File: src/rtl/ctr_gate_pkg.sv
package ctr_gate_pkg;

    localparam int ADDR_W = 12;

    typedef enum logic [1:0] {
        PRIV_USER  = 2'd0,
        PRIV_SUPV  = 2'd1,
        PRIV_RSVD  = 2'd2,
        PRIV_MACH  = 2'd3
    } priv_e;

    typedef enum logic [3:0] {
        CK_NONE,
        CK_UCNT,
        CK_UCNT_HI,
        CK_UHPM,
        CK_UHPM_HI,
        CK_MCNT,
        CK_MCNT_HI,
        CK_MHPM,
        CK_MHPM_HI,
        CK_MEVT,
        CK_MEN,
        CK_SEN
    } csr_kind_e;

    typedef struct packed {
        csr_kind_e  kind;
        logic [4:0] idx;
    } csr_class_t;

    // Address groups of 32 registers, selected by addr[11:5]
    localparam logic [6:0] GRP_USER_LO = 7'h60;  // 0xC00
    localparam logic [6:0] GRP_USER_HI = 7'h64;  // 0xC80
    localparam logic [6:0] GRP_MACH_LO = 7'h58;  // 0xB00
    localparam logic [6:0] GRP_MACH_HI = 7'h5C;  // 0xB80
    localparam logic [6:0] GRP_EVENT   = 7'h19;  // 0x320
    localparam logic [ADDR_W-1:0] ADDR_MEN = 12'h306;
    localparam logic [ADDR_W-1:0] ADDR_SEN = 12'h106;

    function automatic csr_kind_e pick(input logic [4:0] idx,
                                       input csr_kind_e cnt_k,
                                       input csr_kind_e hpm_k);
        if (idx == 5'd0 || idx == 5'd2) return cnt_k;
        if (idx >= 5'd3)                return hpm_k;
        return CK_NONE;
    endfunction

    function automatic csr_class_t classify(input logic [ADDR_W-1:0] a);
        csr_class_t c;
        c.idx = a[4:0];
        unique case (a[11:5])
            GRP_USER_LO: c.kind = pick(a[4:0], CK_UCNT, CK_UHPM);
            GRP_USER_HI: c.kind = pick(a[4:0], CK_UCNT_HI, CK_UHPM_HI);
            GRP_MACH_LO: c.kind = pick(a[4:0], CK_MCNT, CK_MHPM);
            GRP_MACH_HI: c.kind = pick(a[4:0], CK_MCNT_HI, CK_MHPM_HI);
            GRP_EVENT:   c.kind = (a[4:0] >= 5'd3) ? CK_MEVT : CK_NONE;
            default: begin
                if (a == ADDR_MEN)      c.kind = CK_MEN;
                else if (a == ADDR_SEN) c.kind = CK_SEN;
                else                    c.kind = CK_NONE;
            end
        endcase
        return c;
    endfunction

endpackage

File: src/rtl/ctr_gate_decode.sv
module ctr_gate_decode
    import ctr_gate_pkg::*;
(
    input  logic [ADDR_W-1:0] addr,
    output csr_class_t        cls
);
    always_comb cls = classify(addr);
endmodule

File: src/rtl/ctr_gate_permit.sv
module ctr_gate_permit
    import ctr_gate_pkg::*;
#(
    parameter int EN_W = 32,
    localparam int IDX_W = $clog2(EN_W)
) (
    input  priv_e            priv,
    input  logic [EN_W-1:0]  mach_en,
    input  logic [EN_W-1:0]  supv_en,
    input  logic [IDX_W-1:0] idx,
    output logic             permit
);
    logic [EN_W-1:0] mask;
    logic            below_mach;
    logic            below_supv;

    assign below_mach = (priv != PRIV_MACH);
    assign below_supv = (priv == PRIV_USER);

    for (genvar i = 0; i < EN_W; i++) begin : g_bit
        assign mask[i] = (below_mach ? mach_en[i] : 1'b1)
                       & (below_supv ? supv_en[i] : 1'b1);
    end

    assign permit = mask[idx];
endmodule

File: src/rtl/ctr_gate_enables.sv
module ctr_gate_enables #(
    parameter int EN_W = 32
) (
    input  logic            clk,
    input  logic            rst,
    input  logic            wr_mach,
    input  logic            wr_supv,
    input  logic [EN_W-1:0] wdata,
    output logic [EN_W-1:0] mach_en,
    output logic [EN_W-1:0] supv_en
);
    always_ff @(posedge clk) begin
        if (rst) begin
            mach_en <= '0;
            supv_en <= '0;
        end else begin
            if (wr_mach) mach_en <= wdata;
            if (wr_supv) supv_en <= wdata;
        end
    end

    assert_mach_en_write_R10: assert property (@(posedge clk) disable iff (rst)
        wr_mach |=> mach_en == $past(wdata));
    assert_supv_en_write_R10: assert property (@(posedge clk) disable iff (rst)
        wr_supv |=> supv_en == $past(wdata));
    assert_en_hold_R10: assert property (@(posedge clk) disable iff (rst)
        (!wr_mach && !wr_supv) |=> ($stable(mach_en) && $stable(supv_en)));
endmodule

File: src/rtl/ctr_gate_count.sv
module ctr_gate_count #(
    parameter int CNT_W = 64,
    localparam int HALF_W = CNT_W / 2
) (
    input  logic             clk,
    input  logic             rst,
    input  logic             split,
    input  logic             wr_lo,
    input  logic             wr_hi,
    input  logic [CNT_W-1:0] wdata,
    input  logic             retire,
    output logic [CNT_W-1:0] count
);
    always_ff @(posedge clk) begin
        if (rst) begin
            count <= '0;
        end else if (wr_lo) begin
            if (split) count <= {count[CNT_W-1:HALF_W], wdata[HALF_W-1:0]};
            else       count <= wdata;
        end else if (wr_hi) begin
            count <= {wdata[HALF_W-1:0], count[HALF_W-1:0]};
        end else if (retire) begin
            count <= count + 1'b1;
        end
    end

    assert_count_step_R9: assert property (@(posedge clk) disable iff (rst)
        (retire && !wr_lo && !wr_hi) |=> count == $past(count) + 1'b1);
    assert_count_idle_R9: assert property (@(posedge clk) disable iff (rst)
        (!retire && !wr_lo && !wr_hi) |=> $stable(count));
    assert_lo_keeps_hi_R7: assert property (@(posedge clk) disable iff (rst)
        (wr_lo && split) |=> count[CNT_W-1:HALF_W] == $past(count[CNT_W-1:HALF_W]));
    assert_hi_keeps_lo_R8: assert property (@(posedge clk) disable iff (rst)
        wr_hi |=> count[HALF_W-1:0] == $past(count[HALF_W-1:0]));
endmodule

File: src/rtl/ctr_gate.sv
module ctr_gate
    import ctr_gate_pkg::*;
#(
    parameter int CNT_W = 64,
    parameter int EN_W  = 32
) (
    input  logic              clk,
    input  logic              rst,
    input  logic [ADDR_W-1:0] csr_addr,
    input  logic [1:0]        priv,
    input  logic              narrow_mode,
    input  logic              rd_en,
    input  logic              wr_en,
    input  logic [CNT_W-1:0]  wr_data,
    input  logic              retire,
    output logic [CNT_W-1:0]  rd_data,
    output logic              illegal
);
    localparam int HALF_W = CNT_W / 2;
    localparam int IDX_W  = $clog2(EN_W);

    csr_class_t       cls;
    priv_e            priv_q;
    logic             permit;
    logic [EN_W-1:0]  mach_en;
    logic [EN_W-1:0]  supv_en;
    logic [CNT_W-1:0] count;
    logic [CNT_W-1:0] lo_view;
    logic [CNT_W-1:0] hi_view;
    logic [CNT_W-1:0] value;
    logic             bad;
    logic             wr_lo;
    logic             wr_hi;

    assign priv_q = priv_e'(priv);

    ctr_gate_decode u_decode (
        .addr (csr_addr),
        .cls  (cls)
    );

    ctr_gate_permit #(.EN_W(EN_W)) u_permit (
        .priv    (priv_q),
        .mach_en (mach_en),
        .supv_en (supv_en),
        .idx     (cls.idx[IDX_W-1:0]),
        .permit  (permit)
    );

    ctr_gate_enables #(.EN_W(EN_W)) u_enables (
        .clk     (clk),
        .rst     (rst),
        .wr_mach (wr_en && cls.kind == CK_MEN),
        .wr_supv (wr_en && cls.kind == CK_SEN),
        .wdata   (wr_data[EN_W-1:0]),
        .mach_en (mach_en),
        .supv_en (supv_en)
    );

    assign wr_lo = wr_en && (cls.kind == CK_MCNT);
    assign wr_hi = wr_en && narrow_mode && (cls.kind == CK_MCNT_HI);

    ctr_gate_count #(.CNT_W(CNT_W)) u_count (
        .clk    (clk),
        .rst    (rst),
        .split  (narrow_mode),
        .wr_lo  (wr_lo),
        .wr_hi  (wr_hi),
        .wdata  (wr_data),
        .retire (retire),
        .count  (count)
    );

    assign lo_view = narrow_mode ? {{HALF_W{1'b0}}, count[HALF_W-1:0]} : count;
    assign hi_view = {{HALF_W{1'b0}}, count[CNT_W-1:HALF_W]};

    always_comb begin
        bad   = 1'b0;
        value = '0;
        unique case (cls.kind)
            CK_UCNT:    if (permit) value = lo_view; else bad = 1'b1;
            CK_UCNT_HI: if (permit && narrow_mode) value = hi_view; else bad = 1'b1;
            CK_UHPM:    bad = !permit;
            CK_UHPM_HI: bad = !(permit && narrow_mode);
            CK_MCNT:    value = lo_view;
            CK_MCNT_HI: if (narrow_mode) value = hi_view; else bad = 1'b1;
            CK_MHPM:    value = '0;
            CK_MHPM_HI: bad = !narrow_mode;
            CK_MEVT:    value = '0;
            CK_MEN:     value = CNT_W'(mach_en);
            CK_SEN:     value = CNT_W'(supv_en);
            default:    bad = 1'b1;
        endcase
    end

    assign illegal = rd_en && bad;
    assign rd_data = (rd_en && !bad) ? value : '0;

    assert_illegal_needs_read_R12: assert property (@(posedge clk) disable iff (rst)
        illegal |-> rd_en);
    assert_illegal_zero_data_R2: assert property (@(posedge clk) disable iff (rst)
        illegal |-> rd_data == '0);
    assert_machine_permitted_R1: assert property (@(posedge clk) disable iff (rst)
        (priv_q == PRIV_MACH) |-> permit);
    assert_event_reads_zero_R4: assert property (@(posedge clk) disable iff (rst)
        (rd_en && cls.kind == CK_MEVT) |-> (rd_data == '0 && !illegal));
    assert_wide_high_illegal_R6: assert property (@(posedge clk) disable iff (rst)
        (rd_en && !narrow_mode && (cls.kind == CK_MCNT_HI || cls.kind == CK_UCNT_HI))
        |-> illegal);
endmodule

File: config.mk
export PLATFORM = sky130hd
export DESIGN_NAME = ctr_gate
export DESIGN_NICKNAME = d
export VERILOG_FILES = /design/src/rtl/ctr_gate_pkg.sv /design/src/rtl/ctr_gate_decode.sv /design/src/rtl/ctr_gate_permit.sv /design/src/rtl/ctr_gate_enables.sv /design/src/rtl/ctr_gate_count.sv /design/src/rtl/ctr_gate.sv
export SDC_FILE = /design/constraint.sdc
export NUM_CORES = 1
export LEC_CHECK = 0
export BUFFER_PORTS_ARGS = -buffer_cell sky130_fd_sc_hd__buf_2
export CELL_PAD_IN_SITES_DETAIL_PLACEMENT = 0
export CELL_PAD_IN_SITES_GLOBAL_PLACEMENT = 2
export CORE_UTILIZATION = 33
export CTS_BUF_LIST = sky130_fd_sc_hd__clkbuf_2
export DETAILED_ROUTE_END_ITERATION = 16
export HOLD_SLACK_MARGIN = 0.08
export PLACE_DENSITY = 0.91
export SETUP_SLACK_MARGIN = 0.2
export SLEW_MARGIN = 0
export SYNTH_ARGS = -nofsm -noshare
export SYNTH_HDL_FRONTEND = slang
export SYNTH_SLANG_ARGS = --single-unit
File: constraint.sdc
create_clock -name clk -period 2.59 [get_ports clk]
set_input_delay 0.1295 -clock clk [delete_from_list [all_inputs] [get_ports clk]]
set_output_delay 0.1295 -clock clk [all_outputs]
set_load 0.03 [all_outputs]
Yosys cells after proc, flatten, opt, wreduce, memory -nomap -nowiden
Index checks and enable logic that the tools add are counted.

Register bits: 128. Input bits: 84. Output and inout bits: 65. Word-level logic and storage cells: 195.

$add $sub $neg: 1. Magnitude comparators: 2. Equality and inequality tests: 22. Multiplexer cells: 114. Bitwise logic cells: 32. Reductions and logical operators: 20.

Operators by type and width (count): 2-to-1 mux 64 bit (7); one-hot mux 64 bit (6 select lines) (1); 2-to-1 mux 1 bit (82); 2-to-1 mux 4 bit (19); adder 64 x 1 -> 64 bit (second input constant) (1); 2-to-1 mux 32 bit (2); AND 1 bit (32); equality test 7 bit (second input constant) (4); one-hot mux 4 bit (5 select lines) (1); equality test 4 x 3 -> 1 bit (second input constant) (4); equality test 4 bit (second input constant) (4); equality test 12 x 10 -> 1 bit (second input constant) (1); equality test 12 x 9 -> 1 bit (second input constant) (1); equality test 4 x 2 -> 1 bit (second input constant) (2); logical AND 1 bit (8); equality test 7 x 5 -> 1 bit (second input constant) (1); one-hot mux 1 bit (7 select lines) (1); less-than comparator 5 x 6 -> 1 bit (second input constant) (1); binary-select mux 1 bit (select 5 bit) (1); equality test 5 x 2 -> 1 bit (second input constant) (1); >= comparator 5 x 2 -> 1 bit (second input constant) (1); zero test 5 bit (1); OR reduction 5 bit (1); equality test 4 x 1 -> 1 bit (second input constant) (1); other kinds (8) (13).

Longest topological paths before layout
Word-level depth: 15. Mapped depth: 13. Mapped depth without buffers: 9.

By module
From an unflattened synthesis, not the netlist that was laid out.

Cell total of the unflattened synthesis: 1179. Area, all modules: 9506.6 um2.

Modules (own cells, without submodules): ctr_gate_count (instances 1, cells an instance 629, area each 4824.6 um2, seq. area each 1281.2 um2); ctr_gate_enables (instances 1, cells an instance 207, area each 2339.7 um2, seq. area each 1281.2 um2); ctr_gate (instances 1, cells an instance 186, area each 1346.3 um2, seq. area each 0.0 um2); ctr_gate_permit (instances 1, cells an instance 126, area each 759.5 um2, seq. area each 0.0 um2); ctr_gate_decode (instances 1, cells an instance 31, area each 236.5 um2, seq. area each 0.0 um2).

Least setup slack after synthesis
No wires, ideal clock.

Kind: input -> output. Start point: in priv[0]. End point: out rd_data[0]. Arrival: 2.320 ns. Data required time: 2.461 ns. Slack: 0.141 ns. Stages on the path: 11. Buffers on the path: 3. Cells stage by stage: and2_1 > buf_2 > buf_6 > o22ai_1 > mux4_2 > nor3b_1 > nor4_2 > a31o_1 > buf_6 > o2111ai_4 > a21oi_1.

Longest elaborated chain between the ends: 11.

Ends and longest elaborated chain: start, declared (line ctr_gate.sv:10) `input logic [1:0] priv,`; inequality test 2 bit / zero test 2 bit (equally long branches) (line ctr_gate_permit.sv:17, ctr_gate_permit.sv:18); 2-to-1 mux 1 bit (on tied branches) (line ctr_gate_permit.sv:21, ctr_gate_permit.sv:22); AND 1 bit (line ctr_gate_permit.sv:22) `& (below_supv ? supv_en[i] : 1'b1);`; binary-select mux 1 bit (select 5 bit) (*) (line ctr_gate_permit.sv:25) `assign permit = mask[idx];`; 2-to-1 mux 1 bit (not written as such) (*) (line ctr_gate_permit.sv:25); logical AND 1 bit (line ctr_gate.sv:82, ctr_gate.sv:84); 2-to-1 mux 1 bit / zero test 1 bit (equally long branches) (line ctr_gate.sv:82, ctr_gate.sv:84); one-hot mux 1 bit (7 select lines) (line ctr_gate.sv:80) `unique case (cls.kind)`; zero test 1 bit (line ctr_gate.sv:97) `assign rd_data = (rd_en && !bad) ? value : '0;`; logical AND 1 bit (line ctr_gate.sv:97); 2-to-1 mux 64 bit (*) (line ctr_gate.sv:97); end, declared (line ctr_gate.sv:16) `output logic [CNT_W-1:0] rd_data,`.

Every way passes the cells marked *; elsewhere a longest branch is shown, timed or not. The select of a mux whose other input is x is not followed.

Final worst setup path
Start point: reg u_enables.mach_en[12]. End point: out rd_data[18].

Longest elaborated chain between the ends: 10.

Ends and longest elaborated chain: start, declared (line ctr_gate_enables.sv:9) `output logic [EN_W-1:0] mach_en,`; start signal, assigned (line ctr_gate_enables.sv:17) `if (wr_mach) mach_en <= wdata;`; 2-to-1 mux 1 bit (*) (line ctr_gate_permit.sv:21) `assign mask[i] = (below_mach ? mach_en[i] : 1'b1)`; AND 1 bit (*) (line ctr_gate_permit.sv:22); binary-select mux 1 bit (select 5 bit) (*) (line ctr_gate_permit.sv:25); 2-to-1 mux 1 bit (not written as such) (*) (line ctr_gate_permit.sv:25); logical AND 1 bit (line ctr_gate.sv:82, ctr_gate.sv:84); 2-to-1 mux 1 bit / zero test 1 bit (equally long branches) (line ctr_gate.sv:82, ctr_gate.sv:84); one-hot mux 1 bit (7 select lines) (line ctr_gate.sv:80); zero test 1 bit (line ctr_gate.sv:97); logical AND 1 bit (line ctr_gate.sv:97); 2-to-1 mux 64 bit (*) (line ctr_gate.sv:97).

Marks and branches as above.

==> results.json <==
{
  "stdcell_count": 1927,
  "drcViolationCount": 0,
  "grt.total_usage": 0.3014,
  "drv_slew": 0,
  "crit_fanout": 5,
  "ios": 149,
  "startpoint_type": "flop",
  "clkLatencyLatePin_ns": 0.73,
  "critPathCaptureType": "primary output",
  "crit_path_frequent_cell": "buf_6",
  "via_per_inst": 6.037,
  "relSlewSlack": 0.6524,
  "overflow": 0,
  "synth_cells": 1260,
  "drt_first_pass_iters": 8,
  "cpPeakStageDelay_ns": 0.47,
  "crit_chain": "o22ai_1, mux4_2, and3_4, nor4_4, a31o_2, buf_12, o2111ai_4, buf_6, clkbuf_16, a21oi_4, buf_6",
  "required_ns": 2.46,
  "layout_setup_ws_ns": -0.7180,
  "antenna_left": 0,
  "power.leakage_nw": 4.713,
  "cp_top_family": "buffers and inverters",
  "violations": "negative setup slack",
  "synth-compound-area-share": 0.3419,
  "gp_congestion": 0.9422,
  "whs_ns": 0.1847,
  "drtIter0Drc": 1874,
  "rsz0062_at_grt": "true",
  "syn_area_sq_um": 9002,
  "ys_async_sr_fraction": 0,
  "critPathSlowestCell": "mux4_2",
  "worstMarginPinSlew_ns": 0.5174,
  "synth_mux_area_frac": 0.007366,
  "yosysSeqAreaShare": 0.2846,
  "fmax_ghz": 0.3023,
  "status": "finished, violations left",
  "highest_layer": "met4",
  "layout-drive-gt1-share": 0.3180,
  "synthesis.area_per_instance_sq_um": 7.145,
  "drv_cap": 0,
  "synth_top_area_frac": 0.2846,
  "setup-tns-final_ns": -44.22,
  "placed_area_sq_um": 11270,
  "fin_crit_sh": 1.277,
  "crit_type": "flop to primary output",
  "hold_class": "input port to flop",
  "die_y_um": 167.2,
  "met1_length_mm": 17.36,
  "ys.flop_type": "dfxtp_1",
  "synth_area_leaders": "dfxtp_1, nand2_1, a21oi_1",
  "htreeDepth": 4,
  "wl_met3_mm": 4.131,
  "wl_per_cell_um": 22.41,
  "met2WireLength_mm": 19.70,
  "root_buffer": "clkbuf_2",
  "path_clk_slew_ns": 0.20,
  "arrival_ns": 3.18,
  "timing.critical_path.buf_inv": 4,
  "fin_nets": 1657,
  "row_count": 60,
  "utilization": 0.4947,
  "min_period_ns": 3.308,
  "design_area_sq_um": 13300,
  "dp_cells": 1797,
  "port_buffers": 148,
  "dieArea_sq_um": 27940,
  "synth-simple-area-share": 0.2774,
  "ys_types": 71,
  "antenna_found_initial": 1,
  "synth_fp_nets": 1345,
  "grt_max_degree": 79,
  "start_util": 0.3350,
  "fillers": 2596,
  "synth_seq_cells": 128,
  "area_growth_pct": 47.69,
  "synth_edf_count": 0,
  "numCtsBuffers": 17,
  "die_width_um": 167.2,
  "power_density_nw_per_um2": 311.7,
  "cts.sinks": 128,
  "fin_skew_ns": 0.02861,
  "synth_area_leader_cell": "dfxtp_1",
  "cts_tree": "yes",
  "ir_drop_mv": 0.2564,
  "core-area_sq_um": 26880,
  "finalSetupViolations": 65,
  "clock_path_buffers": 2,
  "synth_xor_area_frac": 0.009729,
  "vias": 11634,
  "synth_warnings": 0,
  "grt_pass1_wl_mm": 64.34,
  "hpwlAfterDp_mm": 29.63,
  "synthAdderAreaFrac": 0.001390,
  "grt_pass1_vias": 10753,
  "hold_viol": 0,
  "synth_top_family_by_area": "compound AO/OA/AOI/OAI gates",
  "routed_wl_mm": 43.19
}
## placed cells by master, fill, tap and decap left out, types with 18 or more instances in the layout
master         Yosys  final
nand3_1           27     26
a211oi_1          19     19
o21ai_0           92     91
nor3_1            23     21
buf_4              5    166
clkbuf_2           0     21
buf_12             0     22
a21oi_4            0     31
o21ai_1           24     25
dfxtp_2            0     18
a222oi_1          53     53
buf_6             16     70
dfxtp_1          128    108
a31oi_1           40     40
nand2_1          257    256
a21oi_1          111    109
and2_4             0     32
o22ai_1           19     18
nor2_1            70     67
dlygate4sd3_1      0     71
buf_2             39     82
## sequential cells by signal (all words and copies together), names as in the netlist
signal             cells
u_enables.supv_en     32
u_count.count         64
u_enables.mach_en     32
## worst min-delay path, delay by kind of cell
kind | cells | cell delay [ns]
AOI/OAI and AO/OA | 1 | 0.19
and+or+nand+nor | 1 | 0.04
buffers and inverters | 1 | 0.20
muxes | 1 | 0.33
## what timing repair did
item / 4_1_cts / 5_1_grt
pin swaps: 4 / 16
gates resized for setup: 175 / 49
hold buffers: 71 / 0
endpoints found under the setup margin: 95 / 89
setup buffers: 11 / 8
cloned: 4 / 3
endpoints found under the hold margin: 128 / 0
## through the flow
| stage | power (mW) | worst slack, ns |
|---|---|---|
| after CTS | 4.114 | -0.7234 |
| after detailed placement | 2.562 | -0.3623 |
| final | 4.144 | -0.7180 |
| after global placement | 2.560 | -0.3675 |
| after global routing | 4.268 | -0.8528 |
| after floorplan | 2.282 | 0.1409 |
## path summary, 6_finish.rpt
path	slack (ns)	cells past startpoint	from	to
max reg2reg	0.30	9	u_count.count[0]$_SDFFE_PP0P_	u_count.count[52]$_SDFFE_PP0P_
min reg2reg	0.48	2	u_enables.mach_en[0]$_SDFFE_PP0P_	u_enables.mach_en[0]$_SDFFE_PP0P_
min	0.18	4	narrow_mode	u_count.count[33]$_SDFFE_PP0P_
max	-0.72	11	u_enables.mach_en[12]$_SDFFE_PP0P_	rd_data[18]
## power breakdown
| part | leakage, nW | switching [mW] | internal (mW) |
|---|---|---|---|
| sequential | 1.04 | 0.00907 | 1.99 |
| clock | 0.162 | 0.831 | 0.645 |
| combinational | 3.51 | 0.374 | 0.299 |
## synthesized netlist by cell type, drive strengths merged (6+ instances only)
cell type / number
nand2: 258
a21oi: 141
dfxtp: 128
o21ai: 116
nor2: 71
buf: 62
clkbuf: 62
a222oi: 53
and2: 41
a31oi: 40
nand3: 28
nor3: 26
and3: 20
a211oi: 19
o22ai: 19
a22oi: 17
nand4: 15
nor4: 15
o221ai: 15
inv: 12
nand2b: 8
xnor2: 7
a2bb2oi: 6
nor2b: 6
nor3b: 6
o31ai: 6
## kinds of logic after synthesis
| logic type | Yosys count |
|---|---|
| adder cells (fa/ha/maj) | 1 |
| flip-flops | 128 |
| multiplexers | 4 |
| AO/OA/AOI/OAI | 462 |
| buffers and inverters | 136 |
| AND/OR/NAND/NOR | 519 |
| XOR/XNOR | 10 |
## cell type report
type	instances	area, sq um	area share
Tap cell	341	426.7	0.03209
Clock inverter	11	162.7	0.01223
Clock buffer	21	105.1	0.007905
Timing Repair Buffer	417	3754	0.2823
Sequential cell	128	2592	0.1950
Inverter	12	45.04	0.003388
Antenna cell	1	2.502	0.0001882
Multi-Input combinational cell	996	6207	0.4669
## routing by layer
layer	global-route usage	vias up
li1	-	5293
met1	0.3936	5487
met2	0.4935	735
met3	0.04538	119
met4	0.1300	0
met5	0	-
(Power assumes the default switching activity.)
